==> src/rtl/dls_pkg.sv <==
package dls_pkg;

    localparam int ENTRY_BYTES = 8;
    localparam int ENTRY_LG2   = 3;

    typedef enum logic [2:0] {
        ST_IDLE,
        ST_FETCH,
        ST_LOAD,
        ST_ISSUE,
        ST_WAIT,
        ST_PAUSE
    } dls_state_e;

    // Layout of one table entry as returned by the read port
    typedef struct packed {
        logic        pause;
        logic [30:0] size_word;
        logic [31:0] ea_lo;
    } dls_entry_t;

endpackage

==> src/rtl/dls_len_check.sv <==
module dls_len_check #(
    parameter int MAX_ELEMS = 2048,
    parameter int LEN_W     = 15,
    parameter int CNT_W     = 12
) (
    input  logic [LEN_W-1:0] len,
    output logic             ok,
    output logic [CNT_W-1:0] count
);
    localparam int unsigned MAX_BYTES = MAX_ELEMS * dls_pkg::ENTRY_BYTES;

    assign ok    = (len != '0)
                && (len[dls_pkg::ENTRY_LG2-1:0] == '0)
                && (32'(len) <= MAX_BYTES);
    assign count = CNT_W'(len >> dls_pkg::ENTRY_LG2);
endmodule

==> src/rtl/dls_addr_step.sv <==
module dls_addr_step #(
    parameter int AW        = 18,
    parameter int SIZE_W    = 15,
    parameter int ALIGN_LG2 = 4
) (
    input  logic [AW-1:0]     cur,
    input  logic [SIZE_W-1:0] size,
    output logic [AW-1:0]     nxt
);
    generate
        if (ALIGN_LG2 == 0) begin : g_plain
            assign nxt = cur + AW'(size);
        end else begin : g_round
            localparam logic [AW-1:0] MASK = AW'((1 << ALIGN_LG2) - 1);
            assign nxt = (cur + AW'(size) + MASK) & ~MASK;
        end
    endgenerate
endmodule

==> src/rtl/dls_list_seq.sv <==
module dls_list_seq #(
    parameter int LS_AW     = 18,
    parameter int SIZE_W    = 15,
    parameter int MAX_ELEMS = 2048,
    parameter int LEN_W     = $clog2(MAX_ELEMS * 8) + 1,
    parameter int ALIGN_LG2 = 4
) (
    input  logic              clk,
    input  logic              rst,
    input  logic              cmd_start,
    input  logic [LS_AW-1:0]  cmd_list_addr,
    input  logic [LEN_W-1:0]  cmd_list_len,
    input  logic [LS_AW-1:0]  cmd_ls_addr,
    input  logic [31:0]       cmd_ea_hi,
    output logic              busy,
    output logic              done,
    output logic              err,
    output logic              mem_rd_en,
    output logic [LS_AW-1:0]  mem_rd_addr,
    input  logic [63:0]       mem_rd_data,
    output logic              xfer_valid,
    input  logic              xfer_ready,
    output logic [LS_AW-1:0]  xfer_ls_addr,
    output logic [63:0]       xfer_ea,
    output logic [SIZE_W-1:0] xfer_size,
    input  logic              xfer_done,
    output logic              stall_evt,
    input  logic              stall_ack
);
    import dls_pkg::*;

    localparam int CNT_W = $clog2(MAX_ELEMS + 1);
    localparam logic [LS_AW-1:0] BASE_MASK = ~LS_AW'(ENTRY_BYTES - 1);

    dls_state_e        state;
    logic [LS_AW-1:0]  list_ptr;
    logic [LS_AW-1:0]  ls_cur;
    logic [31:0]       ea_hi;
    logic [CNT_W-1:0]  remain;
    dls_entry_t        entry;
    logic              done_q;
    logic              err_q;

    logic              len_ok;
    logic [CNT_W-1:0]  len_count;
    logic [LS_AW-1:0]  ls_next;
    logic [SIZE_W-1:0] cur_size;

    dls_len_check #(
        .MAX_ELEMS (MAX_ELEMS),
        .LEN_W     (LEN_W),
        .CNT_W     (CNT_W)
    ) u_len (
        .len   (cmd_list_len),
        .ok    (len_ok),
        .count (len_count)
    );

    assign cur_size = SIZE_W'(entry.size_word);

    dls_addr_step #(
        .AW        (LS_AW),
        .SIZE_W    (SIZE_W),
        .ALIGN_LG2 (ALIGN_LG2)
    ) u_step (
        .cur  (ls_cur),
        .size (cur_size),
        .nxt  (ls_next)
    );

    always_ff @(posedge clk) begin
        if (rst) begin
            state    <= ST_IDLE;
            list_ptr <= '0;
            ls_cur   <= '0;
            ea_hi    <= '0;
            remain   <= '0;
            entry    <= '0;
            done_q   <= 1'b0;
            err_q    <= 1'b0;
        end else begin
            done_q <= 1'b0;
            err_q  <= 1'b0;
            case (state)
                ST_IDLE: begin
                    if (cmd_start) begin
                        if (len_ok) begin
                            list_ptr <= cmd_list_addr & BASE_MASK;
                            ls_cur   <= cmd_ls_addr;
                            ea_hi    <= cmd_ea_hi;
                            remain   <= len_count;
                            state    <= ST_FETCH;
                        end else begin
                            done_q <= 1'b1;
                            err_q  <= 1'b1;
                        end
                    end
                end
                ST_FETCH: state <= ST_LOAD;
                ST_LOAD: begin
                    entry <= dls_entry_t'(mem_rd_data);
                    state <= ST_ISSUE;
                end
                ST_ISSUE: begin
                    if (xfer_ready) state <= ST_WAIT;
                end
                ST_WAIT: begin
                    if (xfer_done) begin
                        ls_cur   <= ls_next;
                        list_ptr <= list_ptr + LS_AW'(ENTRY_BYTES);
                        remain   <= remain - CNT_W'(1);
                        if (entry.pause) begin
                            state <= ST_PAUSE;
                        end else if (remain == CNT_W'(1)) begin
                            done_q <= 1'b1;
                            state  <= ST_IDLE;
                        end else begin
                            state <= ST_FETCH;
                        end
                    end
                end
                ST_PAUSE: begin
                    if (stall_ack) begin
                        if (remain == '0) begin
                            done_q <= 1'b1;
                            state  <= ST_IDLE;
                        end else begin
                            state <= ST_FETCH;
                        end
                    end
                end
                default: state <= ST_IDLE;
            endcase
        end
    end

    assign busy         = (state != ST_IDLE);
    assign done         = done_q;
    assign err          = err_q;
    assign mem_rd_en    = (state == ST_FETCH);
    assign mem_rd_addr  = list_ptr;
    assign xfer_valid   = (state == ST_ISSUE);
    assign xfer_ls_addr = ls_cur;
    assign xfer_ea      = {ea_hi, entry.ea_lo};
    assign xfer_size    = cur_size;
    assign stall_evt    = (state == ST_PAUSE);

endmodule

==> config.mk <==
export PLATFORM = sky130hd
export DESIGN_NAME = dls_list_seq
export DESIGN_NICKNAME = d
export VERILOG_FILES = /design/src/rtl/dls_pkg.sv /design/src/rtl/dls_len_check.sv /design/src/rtl/dls_addr_step.sv /design/src/rtl/dls_list_seq.sv
export SDC_FILE = /design/constraint.sdc
export NUM_CORES = 1
export LEC_CHECK = 0
export ABC_AREA = 0
export BUFFER_PORTS_ARGS = -buffer_cell sky130_fd_sc_hd__buf_2
export CAP_MARGIN = 25
export CORE_MARGIN = 2
export CORE_UTILIZATION = 49
export CTS_CLUSTER_SIZE = 20
export DETAILED_ROUTE_END_ITERATION = 10
export PLACE_DENSITY = 0.84
export SKIP_CTS_REPAIR_TIMING = 1
export SYNTH_ARGS = -nofsm -noshare
export SYNTH_HDL_FRONTEND = slang
export SYNTH_SLANG_ARGS = --single-unit
export TNS_END_PERCENT = 20
==> constraint.sdc <==
create_clock -name clk -period 3 [get_ports clk]
set_input_delay 0.15 -clock clk [delete_from_list [all_inputs] [get_ports clk]]
set_output_delay 0.15 -clock clk [all_outputs]
set_load 0.005 [all_outputs]
[Word level (Yosys, flattened, before mapping)]
Cells that the tools add are included.
Cells by class
  mux-type cells: 29
  equal/unequal tests: 11
  bitwise operators: 1
  add/sub/neg operators: 4
  $lt $le $gt $ge: 1
  reductions and logical operators: 12
Operator list (count)
  $mux 18: 6
  $pmux 18 s2: 2
  $add 18x4->18 const B: 2
  $mux 12: 3
  $pmux 12 s2: 1
  $add 18x15->18: 1
  $mux 3: 6
  $pmux 3 s6: 1
  $le 15x15->1 const B: 1
  $reduce_bool 15->1: 1
  $eq 12x1->1 const B: 1
  $logic_not 12->1: 1
  $sub 12x1->12 const B: 1
  $mux 1: 9
  $eq 3x2->1 const B: 2
  $eq 3x3->1 const B: 2
  $logic_not 3->1: 2
  $ne 2x2->1 const B: 3
  $reduce_and 5->1: 1
  $ne 2x1->1 const B: 2
  $reduce_and 4->1: 1
  $eq 3x1->1 const B: 1
  $pmux 1 s3: 1
  $reduce_and 3->1: 1
  other kinds (5): 6
Word-level totals
  input bits: 153
  register bits after elaboration: 133

[Longest topological paths before layout]
  depth after elaboration: 6
  depth in mapped cells: 10
  mapped depth without buffers: 10

[Modules after synthesis]
From an unflattened synthesis, not the netlist that was laid out.
Second synthesis, totals
  cells, all modules: 909
  area total of the unflattened synthesis: 7050.5 um^2
Modules (own cells, without submodules)
  dls_list_seq: cells an instance 779, area an instance 6002.0 um^2, instances 1, seq. area each 2602.5 um^2
  dls_addr_step: cells an instance 110, area an instance 889.6 um^2, instances 1, seq. area each 0.0 um^2
  dls_len_check: cells an instance 20, area an instance 158.9 um^2, instances 1, seq. area each 0.0 um^2

[Worst setup path before layout]
OpenSTA, ideal clock, no wires.
  kind: reg-to-reg
  start: register ls_cur[3], in the netlist xfer_ls_addr[3]
  end: register ls_cur[13], in the netlist xfer_ls_addr[13]
  data required time: 2.909 ns
  clock period less this slack: 2.375 ns
  data arrival time: 2.284 ns
  path buffers: 0
  stages on the path, launching flop included: 11
  path slack: 0.625 ns
  library setup time: 0.091 ns
  cells stage by stage: dfxtp_1 -> inv_1 -> ha_1 -> inv_1 -> ha_1 -> a21oi_1 -> o221a_2 -> o21ai_2 -> nand2_1 -> or4_1 -> a311oi_1
On the way
  cells in the longest elaborated chain, start to end: 4
RTL lines
  start, declared: line dls_list_seq.sv:37  | logic [LS_AW-1:0] ls_cur;
  start signal, assigned: line dls_list_seq.sv:89  | ls_cur <= cmd_ls_addr;
  start signal, assigned: line dls_list_seq.sv:109  | ls_cur <= ls_next;
  $add 18x15->18: line dls_addr_step.sv:15  | assign nxt = (cur + AW'(size) + MASK) & ~MASK;
  $add 18x4->18: line dls_addr_step.sv:15
  $mux 18: line dls_list_seq.sv:108  | if (xfer_done) begin
  $pmux 18 s2: line dls_list_seq.sv:84  | case (state)
Every way passes these cells. The select of a mux whose other input is x is not followed.
A chain may end at the register's enable or synchronous reset.

[Worst setup path in the final report]
  start: register entry, in the netlist xfer_size[8]
  end: register ls_cur[13], in the netlist xfer_ls_addr[13]
On the way
  cells in the longest elaborated chain, start to end: 4
RTL lines
  start, declared: line dls_list_seq.sv:40  | dls_entry_t entry;
  start signal, assigned: line dls_list_seq.sv:101  | entry <= dls_entry_t'(mem_rd_data);
  $add 18x15->18: line dls_addr_step.sv:15
  $add 18x4->18: line dls_addr_step.sv:15
  $mux 18: line dls_list_seq.sv:108
  $pmux 18 s2: line dls_list_seq.sv:84
Every way passes these cells. The select of a mux whose other input is x is not followed.

==> metrics <==
outcome=finished with violations; failing checks=negative hold slack; die width=123.1 um; Synth cell types=72; port bufs=251; mean post-synth cell area=7.651 um2; critical path class=register to register; clk_lat worst skew=420 ps; RSZ-0062 raised after global routing=false; Crit path top cell by count=ha_1; Clock Tree Buf Depth=2; Worst Clk Skew=9.319 ps; Core Region=0.01388 mm2; r2r setup slk=330 ps; worst hold stages=3; Worst Reg-to-Reg Cells=7; Final min period=2671 ps; DR iter-0 viols=525; row cnt=43; Worst path depth=7; Fillers=1077; Setup crit end kind=register; hold slack final=-3.421 ps; setup violators final=0; crit start category=register; Die ar.=0.01515 mm2; Yosys Warn Count=0; Die Height=123.1 um; max_cap viols=0; CTS sink cnt=130; 1st-pass router iterations=5; largest net degree at the start of global routing=129; Top delay family on crit path=compound AO/OA/AOI/OAI gates; routed length per instance=16.34 um; initial antenna violation count=5; worst-margin pin slew=1001 ps; Syn Inst Count=908; Final Hold Vio Count=1; via count=7482; Initial Util=50.05%; ys flop type=dfxtp_1; P&R area growth vs syn=33.34%; Post-DRT Antenna Nets=0; Hold EP=mem_rd_addr[4]$_SDFFE_PP0P_; root buffer selected by CTS=clkbuf_16; sequential element share of the synthesized area=37.46%; worst min-delay path class=input port to register; Async SR Flop Fraction=0%; CP max-delay cell=ha_1; Yosys reg bits=130; H-tree depth=4; share of layout cells above drive strength 1=26.67%; Final WS setup=329.3 ps; # IOs=274; Max Clk Rate=374.4 MHz; TritonCTS clock tree=built; DPL Wire Length=13590 um; CTS buffer count=17; first-pass GRT wire length=29340 um; register area=0.002603 mm2; vias per inst=5.522; Worst Path Buf+Inv=0; r2r startpoint=xfer_size[8]$_SDFFE_PP0P_; final net count=1343; fin crit share=89.02%; worst reg2reg path endpoint=xfer_ls_addr[13]$_SDFFE_PP0P_; Multi-input gate area=0.003642 mm2; Critical Path AT=2990 ps; critical path cell sequence=ha_1 > ha_1 > o21ai_0 > a2bb2oi_1 > nand2_1 > or4_1 > a311oi_1; worst path required time=3320 ps; final setup TNS=0 ps; vias in the first global route=6077; leakage power=0.004114 uW; count of final max-slew check failures=0; Power, Total=4232 uW; grt ovf=0; Worst Min Path Start=cmd_list_addr[4]; pre-CTS WS=443.1 ps; worst vdd ir=0.4117 mV; number of synthesized flops with an enable pin=0; DRC=0; Post-Syn Area=0.006947 mm2; Clk pin slew, worst setup/hold paths=60 ps; Slew headroom=33.28%; drt total wl=22140 um; slowest cell delay on critical path=490 ps; crit-path max FO=9; gpl congestion=0.8791; total track usage=24.59%; PD cells=456.9 mW/mm2
-- sequential cells by signal (all words and copies together) (netlist names) --
signal	flops
err	1
xfer_ls_addr	18
xfer_size	15
xfer_ea	32
entry	1
ea_hi	32
done	1
state	3
remain	12
mem_rd_addr	15
-- report_power, final --
part	internal, uW	switching [uW]	leakage (uW)
registers	1760	27.4	0.00105
logic	220	221	0.00279
clock network	1230	775	0.000274
total	3210	1020	0.00411
-- worst max-delay path by stage --
stage,startpoint,to,slack [ps]
2_1_floorplan,xfer_ls_addr[3]$_SDFFE_PP0P_,xfer_ls_addr[13]$_SDFFE_PP0P_,630
3_3_place_gp,xfer_ls_addr[3]$_SDFFE_PP0P_,xfer_ls_addr[13]$_SDFFE_PP0P_,510
3_5_place_dp,xfer_ls_addr[3]$_SDFFE_PP0P_,xfer_ls_addr[10]$_SDFFE_PP0P_,440
4_1_cts,xfer_ls_addr[3]$_SDFFE_PP0P_,xfer_ls_addr[13]$_SDFFE_PP0P_,390
5_1_grt,xfer_ls_addr[3]$_SDFFE_PP0P_,xfer_ls_addr[10]$_SDFFE_PP0P_,190
6_report,xfer_size[8]$_SDFFE_PP0P_,xfer_ls_addr[13]$_SDFFE_PP0P_,330
-- tightest hold or removal path, cell delays in order --
cell      delay [ps]
buf_2             90
nand2_1           50
a311oi_1          80
-- stage by stage --
stage / area (um2) / std cells / hold slack, ps / utilization [%]
5_1_grt: 9260 / 1354 / -0.6902 / 66.71
4_1_cts: 8479 / 1273 / -50.45 / 61.09
3_5_place_dp: 7923 / 1243 / 396.1 / 57.08
2_1_floorplan: 6954 / 910 / 286.0 / -
6_report: 9263 / 1355 / -3.421 / 66.73
3_3_place_gp: 7923 / 1243 / 390.2 / 57.08
-- cells in the mapped netlist (8+ instances only) --
cell type / number / area (um2)
a21oi_1: 134 / 670.6
nor3_1: 21 / 105.1
buf_2: 14 / 70.07
buf_4: 55 / 412.9
nand2_1: 218 / 818.3
clkbuf_1: 36 / 135.1
o21ai_0: 29 / 145.1
nor4_1: 8 / 50.05
nand4_1: 9 / 56.30
ha_1: 31 / 387.9
dfxtp_1: 130 / 2603
inv_1: 23 / 86.33
nand3_1: 20 / 100.1
nor2_1: 41 / 153.9
-- placed cells by master, fill, tap and decap left out, drive strengths merged, types with 6 or more instances in the layout --
cell,n
a21oi,134
dfxtp,130
a211oi,7
buf,262
nand2,219
nand3,22
o31ai,7
a22oi,6
a31oi,8
nor4,10
nor3,24
ha,31
nand4,9
or3,7
clkbuf,19
o21ai,32
nor2,41
inv,24
clkinv,6
dlygate4sd3,77
and3,7
-- area by class of cell --
class | instances | share of cell area (%)
multi-input combinational | 648 | 39.32
sequential | 130 | 28.10
timing repair buffer | 339 | 23.07
clock buffer | 19 | 4.782
tap | 180 | 2.431
clock inverter | 11 | 1.229
inverter | 23 | 0.9321
antenna | 5 | 0.1351
-- cell families (layout without fill, tap and decap cells) --
group           count (synthesis)  after routing  synth area share [%]
simple gates                  358            358                 23.45
compound gates                247            247                 21.67
buf+inv                       132            392                 10.57
flops                         130            130                 37.46
fa+ha+maj                      31             31                 5.584
xor+xnor                        6              6                0.7565
mux                             3              3                0.4503
other cells                     1              8               0.05398
-- per-layer routing --
metal / GRT usage (%) / part of all wire, %
met5: 0 / 0
met4: 10.44 / 3.1
met3: 7.011 / 7.5
met2: 40.81 / 49
met1: 29.78 / 40
(Power assumes the default switching activity.)
